[config.mk]
export PLATFORM = sky130hd
export DESIGN_NAME = tod_ns_counter
export DESIGN_NICKNAME = d
export VERILOG_FILES = /design/src/rtl/tod_pkg.sv /design/src/rtl/tod_rst_sync.sv /design/src/rtl/tod_regif.sv /design/src/rtl/tod_accum.sv /design/src/rtl/tod_ns_counter.sv
export SDC_FILE = /design/constraint.sdc
export NUM_CORES = 1
export LEC_CHECK = 0
export BUFFER_PORTS_ARGS = -buffer_cell sky130_fd_sc_hd__buf_2
export CAP_MARGIN = 20
export CORE_MARGIN = 1.5
export CORE_UTILIZATION = 45
export CTS_BUF_LIST = sky130_fd_sc_hd__clkbuf_8
export CTS_CLUSTER_DIAMETER = 30
export DETAILED_ROUTE_END_ITERATION = 12
export GPL_TIMING_DRIVEN = 0
export RECOVER_POWER = 25
export SETUP_SLACK_MARGIN = 0.05
export SYNTH_ARGS = -nofsm -noshare
export SYNTH_HDL_FRONTEND = slang
export SYNTH_SLANG_ARGS = --single-unit
[constraint.sdc]
create_clock -name clk -period 10.3 [get_ports clk]
set_input_delay 2.06 -clock clk [delete_from_list [all_inputs] [get_ports clk]]
set_output_delay 2.06 -clock clk [all_outputs]
set_load 0.05 [all_outputs]
[src/rtl/tod_pkg.sv]
package tod_pkg;
  localparam int unsigned ADDR_W = 3;

  typedef enum logic [ADDR_W-1:0] {
    REG_CTRL    = 3'd0,
    REG_TIME_LO = 3'd1,
    REG_TIME_HI = 3'd2,
    REG_INC_LO  = 3'd3,
    REG_INC_HI  = 3'd4
  } tod_reg_e;
endpackage

[src/rtl/tod_rst_sync.sv]
module tod_rst_sync #(
  parameter int unsigned STAGES = 2
) (
  input  logic clk,
  input  logic rst_ni,
  output logic rst_sync_no
);
  logic [STAGES-1:0] sync_q;

  always_ff @(posedge clk or negedge rst_ni) begin
    if (!rst_ni) sync_q <= '0;
    else         sync_q <= {sync_q[STAGES-2:0], 1'b1};
  end

  assign rst_sync_no = sync_q[STAGES-1];
endmodule

[src/rtl/tod_regif.sv]
module tod_regif
  import tod_pkg::*;
#(
  parameter int unsigned BUS_W = 32
) (
  input  logic                 clk,
  input  logic                 rst_ni,
  input  logic [ADDR_W-1:0]    addr_i,
  input  logic                 wr_i,
  input  logic                 rd_i,
  input  logic [BUS_W-1:0]     wdata_i,
  input  logic [2*BUS_W-1:0]   time_i,
  output logic [BUS_W-1:0]     rdata_o,
  output logic                 en_o,
  output logic [2*BUS_W-1:0]   inc_o,
  output logic                 load_o,
  output logic [2*BUS_W-1:0]   load_val_o
);
  localparam int unsigned WIDE_W = 2 * BUS_W;

  logic              en_q, en_d;
  logic [BUS_W-1:0]  time_stage_q, time_stage_d;
  logic [BUS_W-1:0]  inc_stage_q, inc_stage_d;
  logic [WIDE_W-1:0] inc_q, inc_d;
  logic [BUS_W-1:0]  shadow_q, shadow_d;
  logic [BUS_W-1:0]  rdata_q, rdata_d;
  logic [BUS_W-1:0]  rd_mux;

  logic wr_ctrl, wr_tlo, wr_thi, wr_ilo, wr_ihi, rd_tlo;

  always_comb begin
    wr_ctrl = wr_i && (addr_i == REG_CTRL);
    wr_tlo  = wr_i && (addr_i == REG_TIME_LO);
    wr_thi  = wr_i && (addr_i == REG_TIME_HI);
    wr_ilo  = wr_i && (addr_i == REG_INC_LO);
    wr_ihi  = wr_i && (addr_i == REG_INC_HI);
    rd_tlo  = rd_i && (addr_i == REG_TIME_LO);
  end

  always_comb begin
    unique case (addr_i)
      REG_CTRL:    rd_mux = BUS_W'(en_q);
      REG_TIME_LO: rd_mux = time_i[BUS_W-1:0];
      REG_TIME_HI: rd_mux = shadow_q;
      REG_INC_LO:  rd_mux = inc_q[BUS_W-1:0];
      REG_INC_HI:  rd_mux = inc_q[WIDE_W-1:BUS_W];
      default:     rd_mux = '0;
    endcase
  end

  always_comb begin
    en_d         = wr_ctrl ? wdata_i[0] : en_q;
    time_stage_d = wr_tlo  ? wdata_i : time_stage_q;
    inc_stage_d  = wr_ilo  ? wdata_i : inc_stage_q;
    inc_d        = wr_ihi  ? {wdata_i, inc_stage_q} : inc_q;
    shadow_d     = rd_tlo  ? time_i[WIDE_W-1:BUS_W] : shadow_q;
    rdata_d      = rd_i    ? rd_mux : rdata_q;
  end

  always_ff @(posedge clk or negedge rst_ni) begin
    if (!rst_ni) begin
      en_q         <= 1'b0;
      time_stage_q <= '0;
      inc_stage_q  <= '0;
      inc_q        <= '0;
      shadow_q     <= '0;
      rdata_q      <= '0;
    end else begin
      en_q         <= en_d;
      time_stage_q <= time_stage_d;
      inc_stage_q  <= inc_stage_d;
      inc_q        <= inc_d;
      shadow_q     <= shadow_d;
      rdata_q      <= rdata_d;
    end
  end

  assign rdata_o    = rdata_q;
  assign en_o       = en_q;
  assign inc_o      = inc_q;
  assign load_o     = wr_thi;
  assign load_val_o = {wdata_i, time_stage_q};

  AST_SHADOW_CAPTURE: assert property (@(posedge clk) disable iff (!rst_ni)
    rd_tlo |=> (shadow_q == $past(time_i[WIDE_W-1:BUS_W])));
  AST_INC_HELD: assert property (@(posedge clk) disable iff (!rst_ni)
    !wr_ihi |=> $stable(inc_q));
  AST_RDATA_HELD: assert property (@(posedge clk) disable iff (!rst_ni)
    !rd_i |=> $stable(rdata_q));
endmodule

[src/rtl/tod_accum.sv]
module tod_accum #(
  parameter int unsigned TIME_W = 64,
  parameter int unsigned FRAC_W = 32
) (
  input  logic              clk,
  input  logic              rst_ni,
  input  logic              adv_i,
  input  logic [TIME_W-1:0] inc_i,
  input  logic              load_i,
  input  logic [TIME_W-1:0] load_val_i,
  output logic [TIME_W-1:0] time_o
);
  localparam int unsigned INT_W = TIME_W - FRAC_W;

  logic [TIME_W-1:0] time_q, time_d;
  logic [FRAC_W-1:0] frac_q, frac_d;
  logic [FRAC_W:0]   frac_sum;
  logic [INT_W-1:0]  inc_int;
  logic              upd;

  assign inc_int = inc_i[TIME_W-1:FRAC_W];

  always_comb begin
    frac_sum = {1'b0, frac_q} + {1'b0, inc_i[FRAC_W-1:0]};
    upd      = load_i || adv_i;
    if (load_i) begin
      time_d = load_val_i;
      frac_d = '0;
    end else begin
      time_d = time_q + TIME_W'(inc_int) + TIME_W'(frac_sum[FRAC_W]);
      frac_d = frac_sum[FRAC_W-1:0];
    end
  end

  always_ff @(posedge clk or negedge rst_ni) begin
    if (!rst_ni) begin
      time_q <= '0;
      frac_q <= '0;
    end else if (upd) begin
      time_q <= time_d;
      frac_q <= frac_d;
    end
  end

  assign time_o = time_q;

  AST_LOAD_WINS: assert property (@(posedge clk) disable iff (!rst_ni)
    load_i |=> (time_q == $past(load_val_i)) && (frac_q == '0));
  AST_HOLD_DISABLED: assert property (@(posedge clk) disable iff (!rst_ni)
    (!load_i && !adv_i) |=> $stable(time_q));
  AST_ZERO_INC_STOPS: assert property (@(posedge clk) disable iff (!rst_ni)
    (!load_i && (inc_i == '0)) |=> $stable(time_q) && $stable(frac_q));
  AST_STEP_SIZE: assert property (@(posedge clk) disable iff (!rst_ni)
    (adv_i && !load_i) |=>
      ((time_q - $past(time_q)) == $past(TIME_W'(inc_int))) ||
      ((time_q - $past(time_q)) == $past(TIME_W'(inc_int)) + TIME_W'(1)));
endmodule

[src/rtl/tod_ns_counter.sv]
module tod_ns_counter
  import tod_pkg::*;
#(
  parameter int unsigned BUS_W = 32
) (
  input  logic                clk,
  input  logic                rst_n,
  input  logic [2:0]          bus_addr,
  input  logic                bus_wr,
  input  logic                bus_rd,
  input  logic [BUS_W-1:0]    bus_wdata,
  output logic [BUS_W-1:0]    bus_rdata,
  output logic [2*BUS_W-1:0]  tod_ns
);
  localparam int unsigned TIME_W = 2 * BUS_W;
  localparam int unsigned FRAC_W = BUS_W;

  logic              rst_int_n;
  logic              en;
  logic [TIME_W-1:0] inc;
  logic              load;
  logic [TIME_W-1:0] load_val;
  logic [TIME_W-1:0] time_now;

  tod_rst_sync #(.STAGES(2)) u_rst (
    .clk         (clk),
    .rst_ni      (rst_n),
    .rst_sync_no (rst_int_n)
  );

  tod_regif #(.BUS_W(BUS_W)) u_regif (
    .clk        (clk),
    .rst_ni     (rst_int_n),
    .addr_i     (bus_addr),
    .wr_i       (bus_wr),
    .rd_i       (bus_rd),
    .wdata_i    (bus_wdata),
    .time_i     (time_now),
    .rdata_o    (bus_rdata),
    .en_o       (en),
    .inc_o      (inc),
    .load_o     (load),
    .load_val_o (load_val)
  );

  tod_accum #(.TIME_W(TIME_W), .FRAC_W(FRAC_W)) u_accum (
    .clk        (clk),
    .rst_ni     (rst_int_n),
    .adv_i      (en),
    .inc_i      (inc),
    .load_i     (load),
    .load_val_i (load_val),
    .time_o     (time_now)
  );

  assign tod_ns = time_now;

  AST_RESET_CLEAR: assert property (@(posedge clk)
    !rst_int_n |=> (tod_ns == '0));
endmodule

==> run_results.csv <==
group,metric,value,unit
synthesis,ys_types,65,
synthesis,synth_fp_nets,1583,
sta,rsz0062_at_grt,"false",
detailed_routing,ant_nets,0,
critical_path,arrival,7.07,ns
finish,nNetsFinal,1796,
global_routing,grt_pass1_vias,13000,
placed_design,gp_congestion,0.925,
clock_tree,cts_tree,"yes",
sta,finalSetupViolCount,0,
sta,final_max_slew_viol_count,230,
die,die_area,35900,sq um
critical_path,critPathRequiredTime,10.30,ns
die,num_io_pins,135,
detailed_routing,drtIter0Drc,982,
critical_path,critPathLaunchType,"register",
finish,post-route-util,0.543,
finish,stdcell_area,18700,sq um
synthesis,ys.flop_type,"dfrtp_1",
detailed_routing,viasPerCell,5.97,
sta,finalCritPeriodShare,0.686,
global_routing,grt_max_degree,67,
clock_tree,cts_setup_buffers,0,
critical_path,cp_max_fo,58,
power,power_density,338,nW/um^2
sta,hold_viol,0,
synthesis,yosysSeqAreaShare,0.466,
synthesis,synth.mux.area_fraction,0.138,
clock_tree,clkLatencyLatePin,0.62,ns
detailed_routing,drt_first_pass_iters,5,
synthesis,synthXorXnorAreaFrac,0.0448,
status,status,"complete, but fails checks",
finish,antennaDiodeCount,0,
finish,fillCellCount,3107,
clock_tree,clock_sinks,291,
clock_tree,ctsHoldBuffers,0,
finish,drive_gt1_frac,0.240,
power,p_leak,8.29,nW
sta,fin_crit,7.06,ns
critical_path,endpoint_kind,"async pin",
placed_design,io_buffers,131,
synthesis,syn_inst,1478,
clock_tree,clk_path_buf_depth,3,
sta,max-slew-margin-rel,-1.36,
detailed_routing,routed_wl,54.5,mm
status,violations,"capacitance limit, slew limit",
synthesis,synth_edf_count,0,
sta,max_freq,142,MHz
clock_tree,cts_root_buf,"clkbuf_8",
die,core,34400,sq um
detailed_routing,drc,0,
die,rows,68,
flow_run,cap_viol_max_count,4,
global_routing,grt_pass1_wl,82.2,mm
die,start_util,0.455,
clock_tree,numCtsBuffers,75,
synthesis,synth_compound_area_frac,0.165,
synthesis,ys_ff_latch,291,
synthesis,syn_area,15600,sq um
placed_design,hpwl,39.7,mm
global_routing,grt.overflow.total,0,
clock_tree,clk_pin_slew,0.05,ns
die,die_h,189,um
synthesis,synth_top_family_by_area,"compound AO/OA/AOI/OAI gates",
synthesis,async_flop_share,1.00,
sta,worst_slew_pin_slew,3.55,ns
power,irDropWorstVdd,0.173,mV
synthesis,synthAdderAreaFrac,0.0543,
critical_path,path_class,"reg2async",
detailed_routing,via_count,13100,
synthesis,syn_area_per_cell,10.6,sq um
sta,fin_skew,0.0248,ns
global_routing,antenna_found_initial,2,
die,die_w,189,um
placed_design,dpl_cell_area,17000,sq um
detailed_routing,avgRoutedWirePerCell,24.8,um
clock_tree,post_cts_resized,0,
global_routing,grt_use_total,0.311,
synthesis,synthSimpleGateAreaFrac,0.0976,
finish,syn_to_final_growth,19.5,%
synthesis,yosysWarningCount,0,
min_path,worstHoldPathType,"reg2reg",
clock_tree,h-tree-depth,3,
[final cells by class]
class | instances | area (sq um) | area share
Inverter | 52 | 195 | 0.0105
Clock inverter | 44 | 576 | 0.0308
Timing Repair Buffer | 136 | 698 | 0.0374
Tap cell | 455 | 569 | 0.0305
Clock buffer | 87 | 1200 | 0.0641
Multi-Input combinational cell | 1051 | 7830 | 0.419
Sequential cell | 291 | 7280 | 0.390
Buffer | 84 | 325 | 0.0174
[worst max-delay path, cell delays in order (launching register included)]
cell,delay (ns)
dfrtp_1,1.67
clkbuf_1,2.34
clkbuf_1,2.34
[final timing paths]
path | endpoint | slack [ns] | cells past startpoint | from
worst min-delay path | u_rst.sync_q[1] | 0.35 | 0 | u_rst.sync_q[0]
worst min register to register | u_rst.sync_q[1] | 0.35 | 0 | u_rst.sync_q[0]
min in group asynchronous | u_accum.time_o[42] | 0.83 | 0 | u_rst.sync_q[1]
max in group clk | u_accum.time_o[40] | 3.32 | 23 | u_regif.inc_o[0]
worst max register to register | u_accum.frac_q[26] | 3.24 | 2 | u_rst.sync_q[1]
worst max-delay path | u_accum.frac_q[26] | 3.24 | 2 | u_rst.sync_q[1]
[flip-flops by register name, summed over array words and instances, names as in the netlist]
name / flops
u_regif.inc_stage_q: 32
u_regif.en_o: 1
u_regif.inc_o: 64
u_rst.sync_q: 2
u_regif.rdata_o: 32
u_regif.time_stage_q: 32
u_regif.shadow_q: 32
u_accum.time_o: 64
u_accum.frac_q: 32
[through the flow]
step | worst slack [ns] | power [mW] | std cells | TNS (ns) | hold WS [ns]
detailed placement | 3.56 | 4.56 | 2069 | 0 | 0.341
global route | 1.87 | 6.67 | 2200 | 0 | 0.367
global placement | -2.10 | 4.51 | 2064 | -598.45 | 0.337
floorplan | 1.59 | 3.80 | 1478 | 0 | 0.331
CTS | 3.51 | 6.30 | 2200 | 0 | 0.354
finish | 3.24 | 6.30 | 2200 | 0 | 0.351
[placed cells by master, fill, tap and decap left out, types with 22 or more instances in the layout]
cell,count
clkbuf_1,62
a22o_1,31
buf_2,139
mux2_2,147
o22ai_1,33
ha_1,63
nand2_1,100
mux2i_1,37
dfrtp_1,291
a21o_1,29
nor2_1,75
a21oi_1,92
xnor2_1,59
nor3_1,22
inv_1,63
nand3_1,29
o21ai_1,33
a221oi_1,32
o21ai_0,62
clkbuf_8,87
[routing by layer]
| layer | vias up | track usage | part of all wire |
|---|---|---|---|
| li1 | 5852 | - | - |
| met5 | - | 0 | 0.00035 |
| met1 | 6666 | 0.429 | 0.44 |
| met2 | 506 | 0.483 | 0.45 |
| met3 | 101 | 0.0730 | 0.076 |
| met4 | 4 | 0.101 | 0.028 |
[kinds of logic (layout without fill, tap and decap cells)]
logic type | Yosys count | count (layout)
AO/OA/AOI/OAI | 390 | 390
buffers and inverters | 136 | 403
XOR/XNOR | 80 | 80
flip-flops | 291 | 291
other | 1 | 1
multiplexers | 196 | 196
adder cells (fa/ha/maj) | 66 | 66
AND/OR/NAND/NOR | 318 | 318
[cell usage after synthesis (all sizes together), types with 3 or more instances]
cell type / count / area, sq um
clkbuf: 58 / 218
a41oi: 3 / 26.3
a211oi: 17 / 138
o211ai: 5 / 37.5
nand3: 29 / 145
or3: 4 / 25.0
a21o: 29 / 218
nand4: 11 / 68.8
a211o: 4 / 35.0
a31oi: 8 / 50.1
o21bai: 4 / 30.0
and2: 13 / 81.3
mux2i: 37 / 370
nor2: 75 / 282
buf: 26 / 108
xor2: 21 / 184
fa: 3 / 60.1
mux2: 159 / 1790
o22ai: 33 / 206
nor3b: 7 / 52.6
a22o: 31 / 272
a221oi: 32 / 280
nor4: 8 / 50.1
o21ai: 95 / 475
dfrtp: 291 / 7280
o21a: 11 / 82.6
and4: 5 / 43.8
a2111oi: 5 / 68.8
nor3: 22 / 110
and3: 18 / 113
nand2b: 12 / 75.1
ha: 63 / 788
nor2b: 5 / 31.3
o2111ai: 5 / 61.3
xnor2: 59 / 517
nand2: 100 / 375
inv: 52 / 195
a21oi: 92 / 460
[where the power goes]
| part | switching, mW | internal (mW) |
|---|---|---|
| clock | 0.597 | 1.12 |
| combinational | 1.67 | 1.01 |
| sequential | 0.401 | 1.51 |
| total | 2.66 | 3.64 |
(Power assumes the default switching activity.)
